$ cat config.mk
export PLATFORM = sky130hd
export DESIGN_NAME = state_image_loader
export DESIGN_NICKNAME = d
export VERILOG_FILES = /design/src/rtl/sil_pkg.sv /design/src/rtl/sil_fetch.sv /design/src/rtl/sil_store.sv /design/src/rtl/state_image_loader.sv
export SDC_FILE = /design/constraint.sdc
export NUM_CORES = 1
export LEC_CHECK = 0
export BUFFER_PORTS_ARGS = -buffer_cell sky130_fd_sc_hd__buf_2
export CAP_MARGIN = 20
export CORE_AREA = 2 2 308 310
export DETAILED_ROUTE_END_ITERATION = 12
export DIE_AREA = 0 0 310 312
export SLEW_MARGIN = 20
export SYNTH_ARGS = -nofsm -noshare
export SYNTH_HDL_FRONTEND = slang
export SYNTH_SLANG_ARGS = --single-unit
$ cat constraint.sdc
create_clock -name clk -period 2.6 [get_ports clk]
set_input_delay 0.13 -clock clk [delete_from_list [all_inputs] [get_ports clk]]
set_output_delay 0.13 -clock clk [all_outputs]
set_load 0.02 [all_outputs]
$ cat src/rtl/sil_pkg.sv
package sil_pkg;
  localparam int unsigned DATA_W      = 16;
  localparam int unsigned IMG_BYTES   = 102;
  localparam int unsigned IMG_WORDS   = IMG_BYTES / 2;
  localparam int unsigned IDX_W       = $clog2(IMG_WORDS);
  localparam int unsigned MSW_WORD    = 3;
  localparam int unsigned GPR_WORD0   = 11;
  localparam int unsigned NREGS       = 17;
  localparam int unsigned CACHE_WORD0 = GPR_WORD0 + NREGS - 1;
  localparam int unsigned WORDS_PER_C = 3;
  localparam int unsigned NCACHE      = 8;
  localparam int unsigned NSEG        = 4;
  localparam int unsigned ES_REG      = 8;
  localparam logic [7:0]  GP_VECTOR   = 8'h0D;

  typedef struct packed {
    logic [15:0] limit;
    logic [7:0]  rights;
    logic [23:0] base;
  } desc_t;

  typedef enum logic {ST_IDLE, ST_LOAD} fsm_e;

  function automatic int unsigned reg_word(input int unsigned r);
    return (r == 0) ? MSW_WORD : GPR_WORD0 + r - 1;
  endfunction
endpackage

$ cat src/rtl/sil_fetch.sv
module sil_fetch
  import sil_pkg::*;
#(
  parameter int unsigned      ADDR_W    = 24,
  parameter logic [ADDR_W-1:0] BASE_ADDR = 24'h000800
) (
  input  logic              clk,
  input  logic              rst_n,
  input  logic              start_i,
  input  logic              mem_valid_i,
  input  logic [DATA_W-1:0] mem_rdata_i,
  output logic              mem_req_o,
  output logic [ADDR_W-1:0] mem_addr_o,
  output logic              wr_en_o,
  output logic [IDX_W-1:0]  wr_idx_o,
  output logic [DATA_W-1:0] wr_data_o,
  output logic              done_o
);
  localparam logic [IDX_W-1:0] LAST_IDX = IDX_W'(IMG_WORDS - 1);

  fsm_e             state_q, state_d;
  logic [IDX_W-1:0] idx_q, idx_d;
  logic             fin_q, fin_d;
  logic             done_q;

  always_comb begin
    state_d = state_q;
    idx_d   = idx_q;
    fin_d   = 1'b0;
    wr_en_o = 1'b0;
    case (state_q)
      ST_IDLE: begin
        if (start_i) begin
          state_d = ST_LOAD;
          idx_d   = '0;
        end
      end
      ST_LOAD: begin
        if (mem_valid_i) begin
          wr_en_o = 1'b1;
          if (idx_q == LAST_IDX) begin
            state_d = ST_IDLE;
            fin_d   = 1'b1;
          end else begin
            idx_d = idx_q + 1'b1;
          end
        end
      end
      default: state_d = ST_IDLE;
    endcase
  end

  always_ff @(posedge clk or negedge rst_n) begin
    if (!rst_n) begin
      state_q <= ST_IDLE;
      idx_q   <= '0;
      fin_q   <= 1'b0;
      done_q  <= 1'b0;
    end else begin
      state_q <= state_d;
      idx_q   <= idx_d;
      fin_q   <= fin_d;
      done_q  <= fin_q;
    end
  end

  assign mem_req_o  = (state_q == ST_LOAD);
  assign mem_addr_o = BASE_ADDR + ADDR_W'({idx_q, 1'b0});
  assign wr_idx_o   = idx_q;
  assign wr_data_o  = mem_rdata_i;
  assign done_o     = done_q;
endmodule

$ cat src/rtl/sil_store.sv
module sil_store
  import sil_pkg::*;
(
  input  logic                         clk,
  input  logic                         rst_n,
  input  logic                         wr_en_i,
  input  logic [IDX_W-1:0]             wr_idx_i,
  input  logic [DATA_W-1:0]            wr_data_i,
  input  logic                         seg_wr_i,
  input  logic [1:0]                   seg_idx_i,
  input  logic [DATA_W-1:0]            seg_sel_i,
  input  desc_t                        seg_desc_i,
  output logic [NREGS-1:0][DATA_W-1:0] regs_o,
  output desc_t [NCACHE-1:0]           cache_o
);
  for (genvar r = 0; r < NREGS; r++) begin : g_reg
    localparam int unsigned SRC = reg_word(r);
    logic              load_hit, seg_hit;
    logic [DATA_W-1:0] val_q;

    assign load_hit = wr_en_i && (wr_idx_i == IDX_W'(SRC));
    if (r >= ES_REG - NSEG + 1 && r <= ES_REG) begin : g_seg
      assign seg_hit = seg_wr_i && (seg_idx_i == 2'(ES_REG - r));
    end else begin : g_noseg
      assign seg_hit = 1'b0;
    end

    always_ff @(posedge clk or negedge rst_n) begin
      if (!rst_n)        val_q <= '0;
      else if (load_hit) val_q <= wr_data_i;
      else if (seg_hit)  val_q <= seg_sel_i;
    end
    assign regs_o[r] = val_q;
  end

  for (genvar e = 0; e < NCACHE; e++) begin : g_cache
    localparam int unsigned W0 = CACHE_WORD0 + WORDS_PER_C * e;
    logic  hit_lo, hit_mid, hit_lim, seg_hit;
    desc_t ent_q;

    assign hit_lo  = wr_en_i && (wr_idx_i == IDX_W'(W0));
    assign hit_mid = wr_en_i && (wr_idx_i == IDX_W'(W0 + 1));
    assign hit_lim = wr_en_i && (wr_idx_i == IDX_W'(W0 + 2));
    if (e < NSEG) begin : g_seg
      assign seg_hit = seg_wr_i && (seg_idx_i == 2'(e));
    end else begin : g_noseg
      assign seg_hit = 1'b0;
    end

    always_ff @(posedge clk or negedge rst_n) begin
      if (!rst_n) begin
        ent_q <= '0;
      end else if (seg_hit) begin
        ent_q <= seg_desc_i;
      end else begin
        if (hit_lo)  ent_q.base[15:0]              <= wr_data_i;
        if (hit_mid) {ent_q.rights, ent_q.base[23:16]} <= wr_data_i;
        if (hit_lim) ent_q.limit                   <= wr_data_i;
      end
    end
    assign cache_o[e] = ent_q;
  end
endmodule

$ cat src/rtl/state_image_loader.sv
module state_image_loader
  import sil_pkg::*;
#(
  parameter int unsigned      ADDR_W    = 24,
  parameter logic [ADDR_W-1:0] BASE_ADDR = 24'h000800
) (
  input  logic                         clk,
  input  logic                         rst_n,
  input  logic                         start_i,
  output logic                         mem_req_o,
  output logic [ADDR_W-1:0]            mem_addr_o,
  input  logic [15:0]                  mem_rdata_i,
  input  logic                         mem_valid_i,
  output logic                         done_o,
  input  logic                         seg_wr_i,
  input  logic [1:0]                   seg_wr_idx_i,
  input  logic [15:0]                  seg_wr_sel_i,
  input  logic [47:0]                  seg_wr_desc_i,
  input  logic                         probe_i,
  input  logic [2:0]                   probe_idx_i,
  output logic                         fault_o,
  output logic [7:0]                   fault_code_o,
  output logic [16:0][15:0]            regs_o,
  output logic [7:0][47:0]             cache_o,
  output logic [7:0]                   cache_valid_o,
  output logic [1:0]                   cpl_o,
  output logic                         cpl_split_o,
  output logic                         tbl_ar_err_o
);
  localparam int unsigned CS_C = 1, SS_C = 2, GDT_C = 4, IDT_C = 6;

  logic              wr_en;
  logic [IDX_W-1:0]  wr_idx;
  logic [DATA_W-1:0] wr_data;
  logic              seg_go;
  desc_t [NCACHE-1:0] cache_w;
  logic              fault_d, fault_q;

  sil_fetch #(.ADDR_W(ADDR_W), .BASE_ADDR(BASE_ADDR)) u_fetch (
    .clk         (clk),
    .rst_n       (rst_n),
    .start_i     (start_i),
    .mem_valid_i (mem_valid_i),
    .mem_rdata_i (mem_rdata_i),
    .mem_req_o   (mem_req_o),
    .mem_addr_o  (mem_addr_o),
    .wr_en_o     (wr_en),
    .wr_idx_o    (wr_idx),
    .wr_data_o   (wr_data),
    .done_o      (done_o)
  );

  assign seg_go = seg_wr_i && !mem_req_o;

  sil_store u_store (
    .clk        (clk),
    .rst_n      (rst_n),
    .wr_en_i    (wr_en),
    .wr_idx_i   (wr_idx),
    .wr_data_i  (wr_data),
    .seg_wr_i   (seg_go),
    .seg_idx_i  (seg_wr_idx_i),
    .seg_sel_i  (seg_wr_sel_i),
    .seg_desc_i (desc_t'(seg_wr_desc_i)),
    .regs_o     (regs_o),
    .cache_o    (cache_w)
  );

  for (genvar e = 0; e < NCACHE; e++) begin : g_out
    assign cache_o[e]       = cache_w[e];
    assign cache_valid_o[e] = cache_w[e].rights[7];
  end

  assign cpl_o        = cache_w[CS_C].rights[6:5];
  assign cpl_split_o  = cache_w[CS_C].rights[6:5] != cache_w[SS_C].rights[6:5];
  assign tbl_ar_err_o = (|cache_w[GDT_C].rights) || (|cache_w[IDT_C].rights);

  always_comb fault_d = probe_i && !cache_w[probe_idx_i].rights[7];

  always_ff @(posedge clk or negedge rst_n) begin
    if (!rst_n) fault_q <= 1'b0;
    else        fault_q <= fault_d;
  end

  assign fault_o      = fault_q;
  assign fault_code_o = fault_q ? GP_VECTOR : 8'h00;
endmodule

# Yosys cells after proc, flatten, opt, wreduce, memory -nomap -nowiden

Cells that the tools add are included.

Output and inout bits: 703
Register bits after elaboration: 666
Input port bits: 91
Logic and storage cells: 216

Mux-type cells: 40
Reductions and logical operators: 70
Order comparisons: 1
Add/sub/neg operators: 2
Equality and inequality tests: 48
Bitwise logic cells: 1

Operator list:

| kind                  | number |
|---|---|
| $mux 16               | 20 |
| $mux 48               | 4 |
| $bmux 48 s3           | 1 |
| $eq 6x6->1 const B    | 19 |
| $eq 6x5->1 const B    | 16 |
| $logic_and 1x1->1     | 47 |
| $mux 32               | 1 |
| $reduce_bool 2->1     | 16 |
| $eq 6x4->1 const B    | 5 |
| $mux 6                | 3 |
| $reduce_or 8->1       | 2 |
| $add 12x7->13 const A | 1 |
| $pmux 6 s2            | 1 |
| $mux 1                | 8 |
| $add 6x1->6 const B   | 1 |
| $eq 6x2->1 const B    | 1 |
| $ne 2x2->1 const B    | 3 |
| $eq 2x2->1 const B    | 2 |
| $lt 3x4->1 const B    | 1 |
| $mux 4                | 1 |
| $reduce_and 3->1      | 1 |
| $eq 2x1->1 const B    | 1 |
| $logic_not 1->1       | 2 |
| $logic_not 2->1       | 1 |
| other kinds (4)       | 4 |

# Depth between registers and ports, before layout

Gate-level depths: netlist of run 1.

Word-level depth: 5
Mapped depth: 8
Gate-level depth less buffers: 5

# Cells and area by module

From an unflattened synthesis of run 1, not the netlist that was laid out.

Cell total of the unflattened synthesis: 2495
Area, all modules: 29404.5 um^2

Modules (own cells, without submodules):

| module             | area an instance (um^2) | cells an instance | times used | sequential area each (um^2) |
|---|---|---|---|---|
| sil_store          | 28252.1                 | 2364              | 1          | 16415.7 |
| sil_fetch          | 855.8                   | 95                | 1          | 225.2 |
| state_image_loader | 296.5                   | 36                | 1          | 25.0 |

# Least setup slack after synthesis of run 1

OpenSTA, ideal clock, no wires.

Path kind: reg-to-reg
Start point: register u_fetch.idx_q[0], in the netlist u_fetch.wr_idx_o[0]
End point: register u_store.g_cache[7].ent_q (netlist bit u_store.cache_o[375])
Cell stages (with the launch flop): 8
Buffers on the path: 2
Setup time: 0.125 ns
Required time: 2.475 ns
Clock period less this slack: 2.252 ns
Setup slack: 0.348 ns
Arrival: 2.128 ns
Cell sequence: dfrtp_1 -> inv_1 -> ha_1 -> buf_4 -> or3b_2 -> nor2_4 -> buf_6 -> mux2_2

Word-level cells in the longest chain between the ends: 2

RTL lines:

| item                     | line            | RTL |
|---|---|---|
| start: declaration       | sil_fetch.sv:22 | `logic [IDX_W-1:0] idx_q, idx_d;` |
| start signal: assignment | sil_fetch.sv:61 | `idx_q <= idx_d;` |
| $eq 6x6->1               | sil_store.sv:43 | `assign hit_lim = wr_en_i && (wr_idx_i == IDX_W'(W0 + 2));` |
| $logic_and 1x1->1        | sil_store.sv:43 |  |
| end signal: assignment   | sil_store.sv:54 | `ent_q <= seg_desc_i;` |
| end: declaration         | sil_store.sv:39 | `desc_t ent_q;` |

Every way passes these cells.
A chain may end at the register's enable or synchronous reset.

# Worst setup path after layout of run 1

Start point: register u_fetch.idx_q[0], in the netlist u_fetch.wr_idx_o[0]
End point: register u_store.g_cache[0].ent_q (netlist bit u_store.cache_o[30])

Word-level cells in the longest chain between the ends: 3

RTL lines:

| item                               | line            | RTL |
|---|---|---|
| $eq 6x5->1                         | sil_store.sv:42 | `assign hit_mid = wr_en_i && (wr_idx_i == IDX_W'(W0 + 1));` |
| $logic_and 1x1->1                  | sil_store.sv:42 |  |
| $reduce_bool 2->1 (no source line) | n/a             |  |
| end signal: assignment             | sil_store.sv:54 |  |
| end: declaration                   | sil_store.sv:39 |  |

Every way passes these cells.

==> results of run 1 <==
[metrics by stage]
step,area [um^2],hold WS [ns],setup slack (ns)
CTS,37800,0.0393,0.132
detailed placement,34300,0.218,0.350
finish,37900,0.0993,0.159
global placement,34300,0.209,0.381
floorplan,28900,-0.166,0.348
global route,37900,0.0793,0.0102
[metal layers]
layer / wire length, um / vias to the layer above / global-route usage (%) / part of all wire [%]
met4: 5790 / 0 / 11.3 / 4.5
met3: 11500 / 297 / 7.30 / 8.9
met5: 0 / - / 0 / 0
li1: - / 10200 / - / -
met2: 59300 / 1318 / 40.9 / 46
met1: 52700 / 12500 / 33.3 / 41
[final timing paths]
check                                                     start                          endpoint  slack [ns]  cells after the start
min in group clk                                 mem_rdata_i[0]  u_store.cache_o[160]$_DFFE_PN0P_        0.11                      3
worst max register to register  u_fetch.wr_idx_o[0]$_DFFE_PN0P_   u_store.cache_o[30]$_DFFE_PN0P_        0.16                      8
worst max-delay path            u_fetch.wr_idx_o[0]$_DFFE_PN0P_   u_store.cache_o[30]$_DFFE_PN0P_        0.16                      8
worst min-delay path                                      rst_n  u_store.cache_o[105]$_DFFE_PN0P_         0.1                      2
max in group asynchronous                                 rst_n  u_store.cache_o[318]$_DFFE_PN0P_        1.61                      3
worst min register to register          u_fetch.fin_q$_DFF_PN0_          u_fetch.done_o$_DFF_PN0_        0.36                      0
[state kept, by name (all words and copies together), names as in the netlist]
register and count:
u_store.cache_o 384, u_fetch.wr_idx_o 6, u_fetch.mem_req_o 1, u_store.g.val_q 272, fault_o 1, u_fetch.done_o 1
u_fetch.fin_q 1
[power by group]
part | total (uW) | internal, uW | switching, uW | leakage (uW)
Clock | 11600 | 6710 | 4910 | 0.00133
Combinational | 18400 | 6390 | 12000 | 0.00916
Sequential | 16600 | 14200 | 2330 | 0.00884
[worst max-delay path, delay by kind of cell, from the launching register on]
| family | cells | cell delay (ns) |
|---|---|---|
| compound gates | 1 | 0.18 |
| fa+ha+maj | 1 | 0.23 |
| flops | 1 | 0.45 |
| buf+inv | 4 | 1.14 |
| simple gates | 2 | 0.35 |
[layout by cell type, fill, tap and decap left out, types with 17 or more instances in the layout]
cell type / instances
a221o_1: 48
a31oi_1: 183
conb_1: 23
nand3_1: 179
clkinv_2: 17
buf_4: 89
dfrtp_1: 666
nand4_1: 28
nor2_1: 170
and3_1: 37
buf_12: 32
o211ai_1: 26
dlygate4sd3_1: 79
mux2_2: 374
a21oi_1: 17
nand2_1: 60
clkbuf_16: 81
buf_2: 769
o21ai_0: 169
mux2_4: 20
[layout make-up]
class / instances / share of cell area, %
Inverter: 4 / 0.0396
Tap cell: 1254 / 4.14
Antenna cell: 7 / 0.0462
Sequential cell: 666 / 44.0
Clock buffer: 106 / 5.86
Timing Repair Buffer: 974 / 16.0
Clock inverter: 38 / 1.35
Multi-Input combinational cell: 1467 / 28.6
[logic make-up after synthesis]
family / after synthesis
flip-flops: 666
AND/OR/NAND/NOR: 576
AO/OA/AOI/OAI: 458
multiplexers: 402
buffers and inverters: 298
adder cells (fa/ha/maj): 4
XOR/XNOR: 4
other: 2
[what timing repair did]
item	in CTS	in global routing
hold buffers	79	0
endpoints found under the hold margin	313	0
setup endpoints to repair	0	2
resized for setup	0	5
==> impl_metrics.csv, run 1 <==
group,metric,value,unit
run_status,status,"finished, final reports clean",
yosys,netlist_instances,2410,
yosys,netlist_top_cells_count,"dfrtp_1, mux2_2, a31oi_1",
sta,slew_headroom,23.1,%
yosys,syn_avg_cell_area,12.0,um^2
clock_network,cts_buffers,80,
detailed_routing,num_vias,24400,
floorplanning,die_w,310,um
sta,tightestPinTransition,1.15,ns
layout,syn2layout_area_growth,31.2,%
clock_network,tritoncts,"done",
yosys,synth-simple-area-share,10.7,%
layout,ff_latch_area,16700,um^2
floorplanning,dieArea,96700,um^2
layout,stdcell_count,4516,
detailed_routing,postRouteAntennaNets,0,
detailed_routing,wl_per_cell,28.6,um
detailed_routing,dr.pass1.iters,6,
setup_path,path_max_fanout,16,
yosys,synth_area_leaders,"dfrtp_1, mux2_2, a31oi_1",
setup_path,critical_path_class,"reg2reg",
yosys,synth_most_common_cell,"dfrtp_1",
placed_design,place.gp.congestion,0.847,
detailed_routing,via_per_inst,5.39,
setup_path,arrival,3.04,ns
yosys,synth_top_family_by_area,"multiplexers",
clock_network,cts_buffer_depth,3,
setup_path,cpMaxStageDelayCell,"dlygate4sd3_1",
layout,fillers,8969,
setup_path,crit_path_end_kind,"flop",
yosys,synth_fa_ha_area_share,0.173,%
setup_path,crit_path_max_incr_delay,0.57,ns
layout,nets,3288,
clock_network,clock_latency,0.67,ns
setup_path,critPathLaunchType,"flop",
yosys,synth_xor_area_share,0.121,%
power_and_ir_drop,leakage,0.0193,uW
yosys,yosysTopAreaCell,"dfrtp_1",
yosys,synth-compound-area-share,9.96,%
global_routing,grt_pass1_wl,182000,um
layout,multi_input_area,10800,um^2
global_routing,grt_max_degree,97,
power_and_ir_drop,total_power,46600,uW
sta,max_freq,0.410,GHz
yosys,yosys-mux-area-fraction,16.0,%
power_and_ir_drop,cellPowerDensity,1230,nW/um^2
floorplanning,row_count,112,
placed_design,hpwl,88500,um
min_path,hp-class,"in2async",
global_routing,grt.total_usage,26.0,%
detailed_routing,drt-total-wl,129000,um
flow_run,cap_violations,0,
sta,slew_viol_final,0,
layout,fin_util,40.7,%
sta,final_hold_viol_count,0,
clock_network,clk_pin_slew,0.06,ns
yosys,ys_ff_latch,666,
yosys,synth.top_cell.area_share,57.7,%
sta,rsz0062_at_grt,"no",
power_and_ir_drop,max-vdd-ir-drop,0.732,mV
floorplanning,fp.dieH,312,um
floorplanning,start_util,31.0,%
yosys,yosysSeqAreaShare,57.7,%
yosys,ys_async_sr_fraction,100,%
floorplanning,core_area,93000,um^2
yosys,synth-main-ff-cell,"dfrtp_1",
global_routing,antenna_found_initial,8,
clock_network,cts-root-buf,"clkbuf_16",
clock_network,htreeDepth,3,
yosys,yosysUniqueCellTypes,66,
sta,clock_skew,0.0302,ns
yosys,ys_warn_count,0,
placed_design,post-place-cells,4285,
sta,fin_setup_tns,0,ns
sta,period_needed,2.44,ns
detailed_routing,route.detailed.drc,0,
setup_path,path_cells,"inv_1 > ha_1 > buf_4 > and3_1 > buf_8 > nand3_1 > a31oi_1 > dlygate4sd3_1",
global_routing,grt_pass1_vias,24100,
yosys,syn_area,28900,um^2
global_routing,gr-total-overflow,0,
detailed_routing,drt-initial-drc-count,2375,
floorplanning,io_pins,794,
setup_path,crit_required,3.20,ns
clock_network,cts_setup_buffers,0,
sta,period_share,93.9,%
layout,layout-drive-gt1-share,45.3,%
sta,setup_viol,0,
placed_design,port_buffers,770,
clock_network,cts.sinks,666,
yosys,synth_edf_count,0,
No activity file was read; power rests on OpenSTA's default activity.
==> run 2, diff against run 1 <==
--- a/config.mk
+++ b/config.mk
@@ -7,9 +7,12 @@
 export LEC_CHECK = 0
 export BUFFER_PORTS_ARGS = -buffer_cell sky130_fd_sc_hd__buf_2
 export CAP_MARGIN = 20
-export CORE_AREA = 2 2 308 310
+export CELL_PAD_IN_SITES_DETAIL_PLACEMENT = 2
+export CELL_PAD_IN_SITES_GLOBAL_PLACEMENT = 2
+export CORE_AREA = 2 2 313 315
 export DETAILED_ROUTE_END_ITERATION = 12
-export DIE_AREA = 0 0 310 312
+export DIE_AREA = 0 0 315 317
+export PLACE_DENSITY_LB_ADDON = 0.1
 export SLEW_MARGIN = 20
 export SYNTH_ARGS = -nofsm -noshare
 export SYNTH_HDL_FRONTEND = slang
==> impl_metrics.csv, run 2 (synthesis results as in run 1) <==
group,metric,value,unit
detailed_routing,dr.pass1.iters,5,
sta,setup_viol,0,
setup_path,crit_required,3.14,ns
global_routing,antenna_found_initial,9,
sta,slew_headroom,27.0,%
layout,layout_commonest_cell,"buf_2",
sta,setup_slack,0.258,ns
placed_design,pre_cts_ws,0.231,ns
detailed_routing,num_vias,24200,
sta,rsz0062_at_grt,"no",
sta,period_share,90.1,%
global_routing,gr-total-overflow,0,
layout,layout-drive-gt1-share,45.3,%
sta,tightestPinTransition,1.09,ns
power_and_ir_drop,cellPowerDensity,1250,nW/um^2
floorplanning,dieArea,99900,um^2
clock_network,cts.sinks,666,
sta,fin_setup_tns,0,ns
setup_path,arrival,2.88,ns
clock_network,clk_pin_slew,0.06,ns
detailed_routing,drt-initial-drc-count,1469,
detailed_routing,wl_per_cell,31.7,um
power_and_ir_drop,leakage,0.0193,uW
placed_design,hpwl,99400,um
floorplanning,io_pins,794,
sta,slew_viol_final,0,
placed_design,place.gp.congestion,0.790,
clock_network,cts-root-buf,"clkbuf_16",
floorplanning,die_w,315,um
layout,multi_input_area,10800,um^2
placed_design,port_buffers,770,
global_routing,grt_max_degree,113,
layout,nets,3278,
global_routing,grt_pass1_wl,204000,um
layout,fillers,10000,
min_path,hp-class,"in2async",
run_status,status,"finished, final reports clean",
layout,largest_register_ffs,384,
floorplanning,start_util,30.0,%
global_routing,grt.total_usage,28.2,%
layout,ff_latch_area,16700,um^2
detailed_routing,drt-total-wl,144000,um
clock_network,clock_latency,0.66,ns
clock_network,cts_buffers,80,
detailed_routing,postRouteAntennaNets,0,
layout,syn2layout_area_growth,30.7,%
layout,final_cell_mix,"buf_2, dfrtp_1, mux2_2",
power_and_ir_drop,max-vdd-ir-drop,0.597,mV
clock_network,htreeDepth,3,
sta,max_freq,0.427,GHz
floorplanning,core_area,96300,um^2
setup_path,crit_path_end_kind,"flop",
sta,period_needed,2.34,ns
sta,clock_skew,0.0248,ns
setup_path,critPathLaunchType,"flop",
setup_path,critical_path_class,"reg2reg",
sta,final_hold_viol_count,0,
flow_run,cap_violations,0,
setup_path,path_max_fanout,112,
clock_network,tritoncts,"done",
global_routing,grt_pass1_vias,26600,
clock_network,cts_buffer_depth,3,
floorplanning,row_count,114,
detailed_routing,route.detailed.drc,0,
floorplanning,fp.dieH,317,um
detailed_routing,via_per_inst,5.34,
run 2: changes by cell type in the layout (fill, tap and decap cells not counted), sizes merged:
cell	before	now
buf	894	889
bufinv	6	4
clkbuf	107	123
clkinv	25	16
clkinvlp	3	0
dlygate4sd3	79	74
inv	8	7
run 2: path summary, 6_finish.rpt:
path	startpoint	end	slack [ns]	cells past startpoint
setup / recovery	u_fetch.mem_req_o$_DFF_PN0_	u_store.cache_o[151]$_DFFE_PN0P_	0.26	6
hold / removal	rst_n	u_store.cache_o[71]$_DFFE_PN0P_	0.04	2
setup reg to reg	u_fetch.mem_req_o$_DFF_PN0_	u_store.cache_o[151]$_DFFE_PN0P_	0.26	6
hold reg to reg	u_fetch.fin_q$_DFF_PN0_	u_fetch.done_o$_DFF_PN0_	0.37	0
max in group asynchronous	rst_n	u_store.cache_o[115]$_DFFE_PN0P_	1.61	3
min in group clk	mem_rdata_i[2]	u_store.cache_o[2]$_DFFE_PN0P_	0.09	4
run 2: what timing repair did:
action | CTS | global route
resized for setup | 0 | 1
endpoints found under the hold margin | 388 | 0
hold buffers | 74 | 0
setup endpoints to repair | 0 | 1
buffers inserted | 0 | 0
run 2: cell type report:
| cell class | instances | area share (%) |
|---|---|---|
| Antenna cell | 7 | 0.0464 |
| Clock buffer | 122 | 6.45 |
| Clock inverter | 23 | 0.726 |
| Inverter | 4 | 0.0398 |
| Multi-Input combinational cell | 1467 | 28.7 |
| Sequential cell | 666 | 44.2 |
| Tap cell | 1276 | 4.23 |
| Timing Repair Buffer | 964 | 15.6 |
run 2: metal layers:
layer / vias to the layer above / share of wire, % / routed length (um) / track usage (%)
met4: 6 / 3.0 / 4330 / 8.77
met2: 814 / 49 / 70500 / 47.6
met1: 13000 / 41 / 59200 / 35.9
li1: 10200 / - / - / -
met3: 199 / 6.6 / 9510 / 6.53
met5: - / 0.031 / 44 / 0
run 2: critical path, cell delays in order (launching register included):
cell and delay, ns:
dfrtp_1 0.35, buf_4 0.27, nand4b_4 0.29, buf_12 0.34, o21ai_0 0.24, a31oi_1 0.10, dlygate4sd3_1 0.57
run 2: report_power, final:
| group | internal, uW | switching, uW |
|---|---|---|
| sequential | 14200 | 2690 |
| combinational | 6360 | 12300 |
| clock | 6860 | 4800 |
| total | 27500 | 19800 |
run 2: per-stage QoR:
| stage | hold WS [ns] | util (%) | instances | instance area, um^2 | power, uW |
|---|---|---|---|---|---|
| after floorplan | -0.166 | - | 2431 | 28900 | 26800 |
| after global placement | 0.170 | 35.5 | 4302 | 34200 | 35200 |
| after detailed placement | 0.164 | 35.5 | 4302 | 34200 | 35700 |
| after CTS | 0.0407 | 39.1 | 4521 | 37700 | 47700 |
| after global routing | 0.0898 | 39.2 | 4523 | 37700 | 49500 |
| final | 0.0387 | 39.2 | 4529 | 37700 | 47300 |
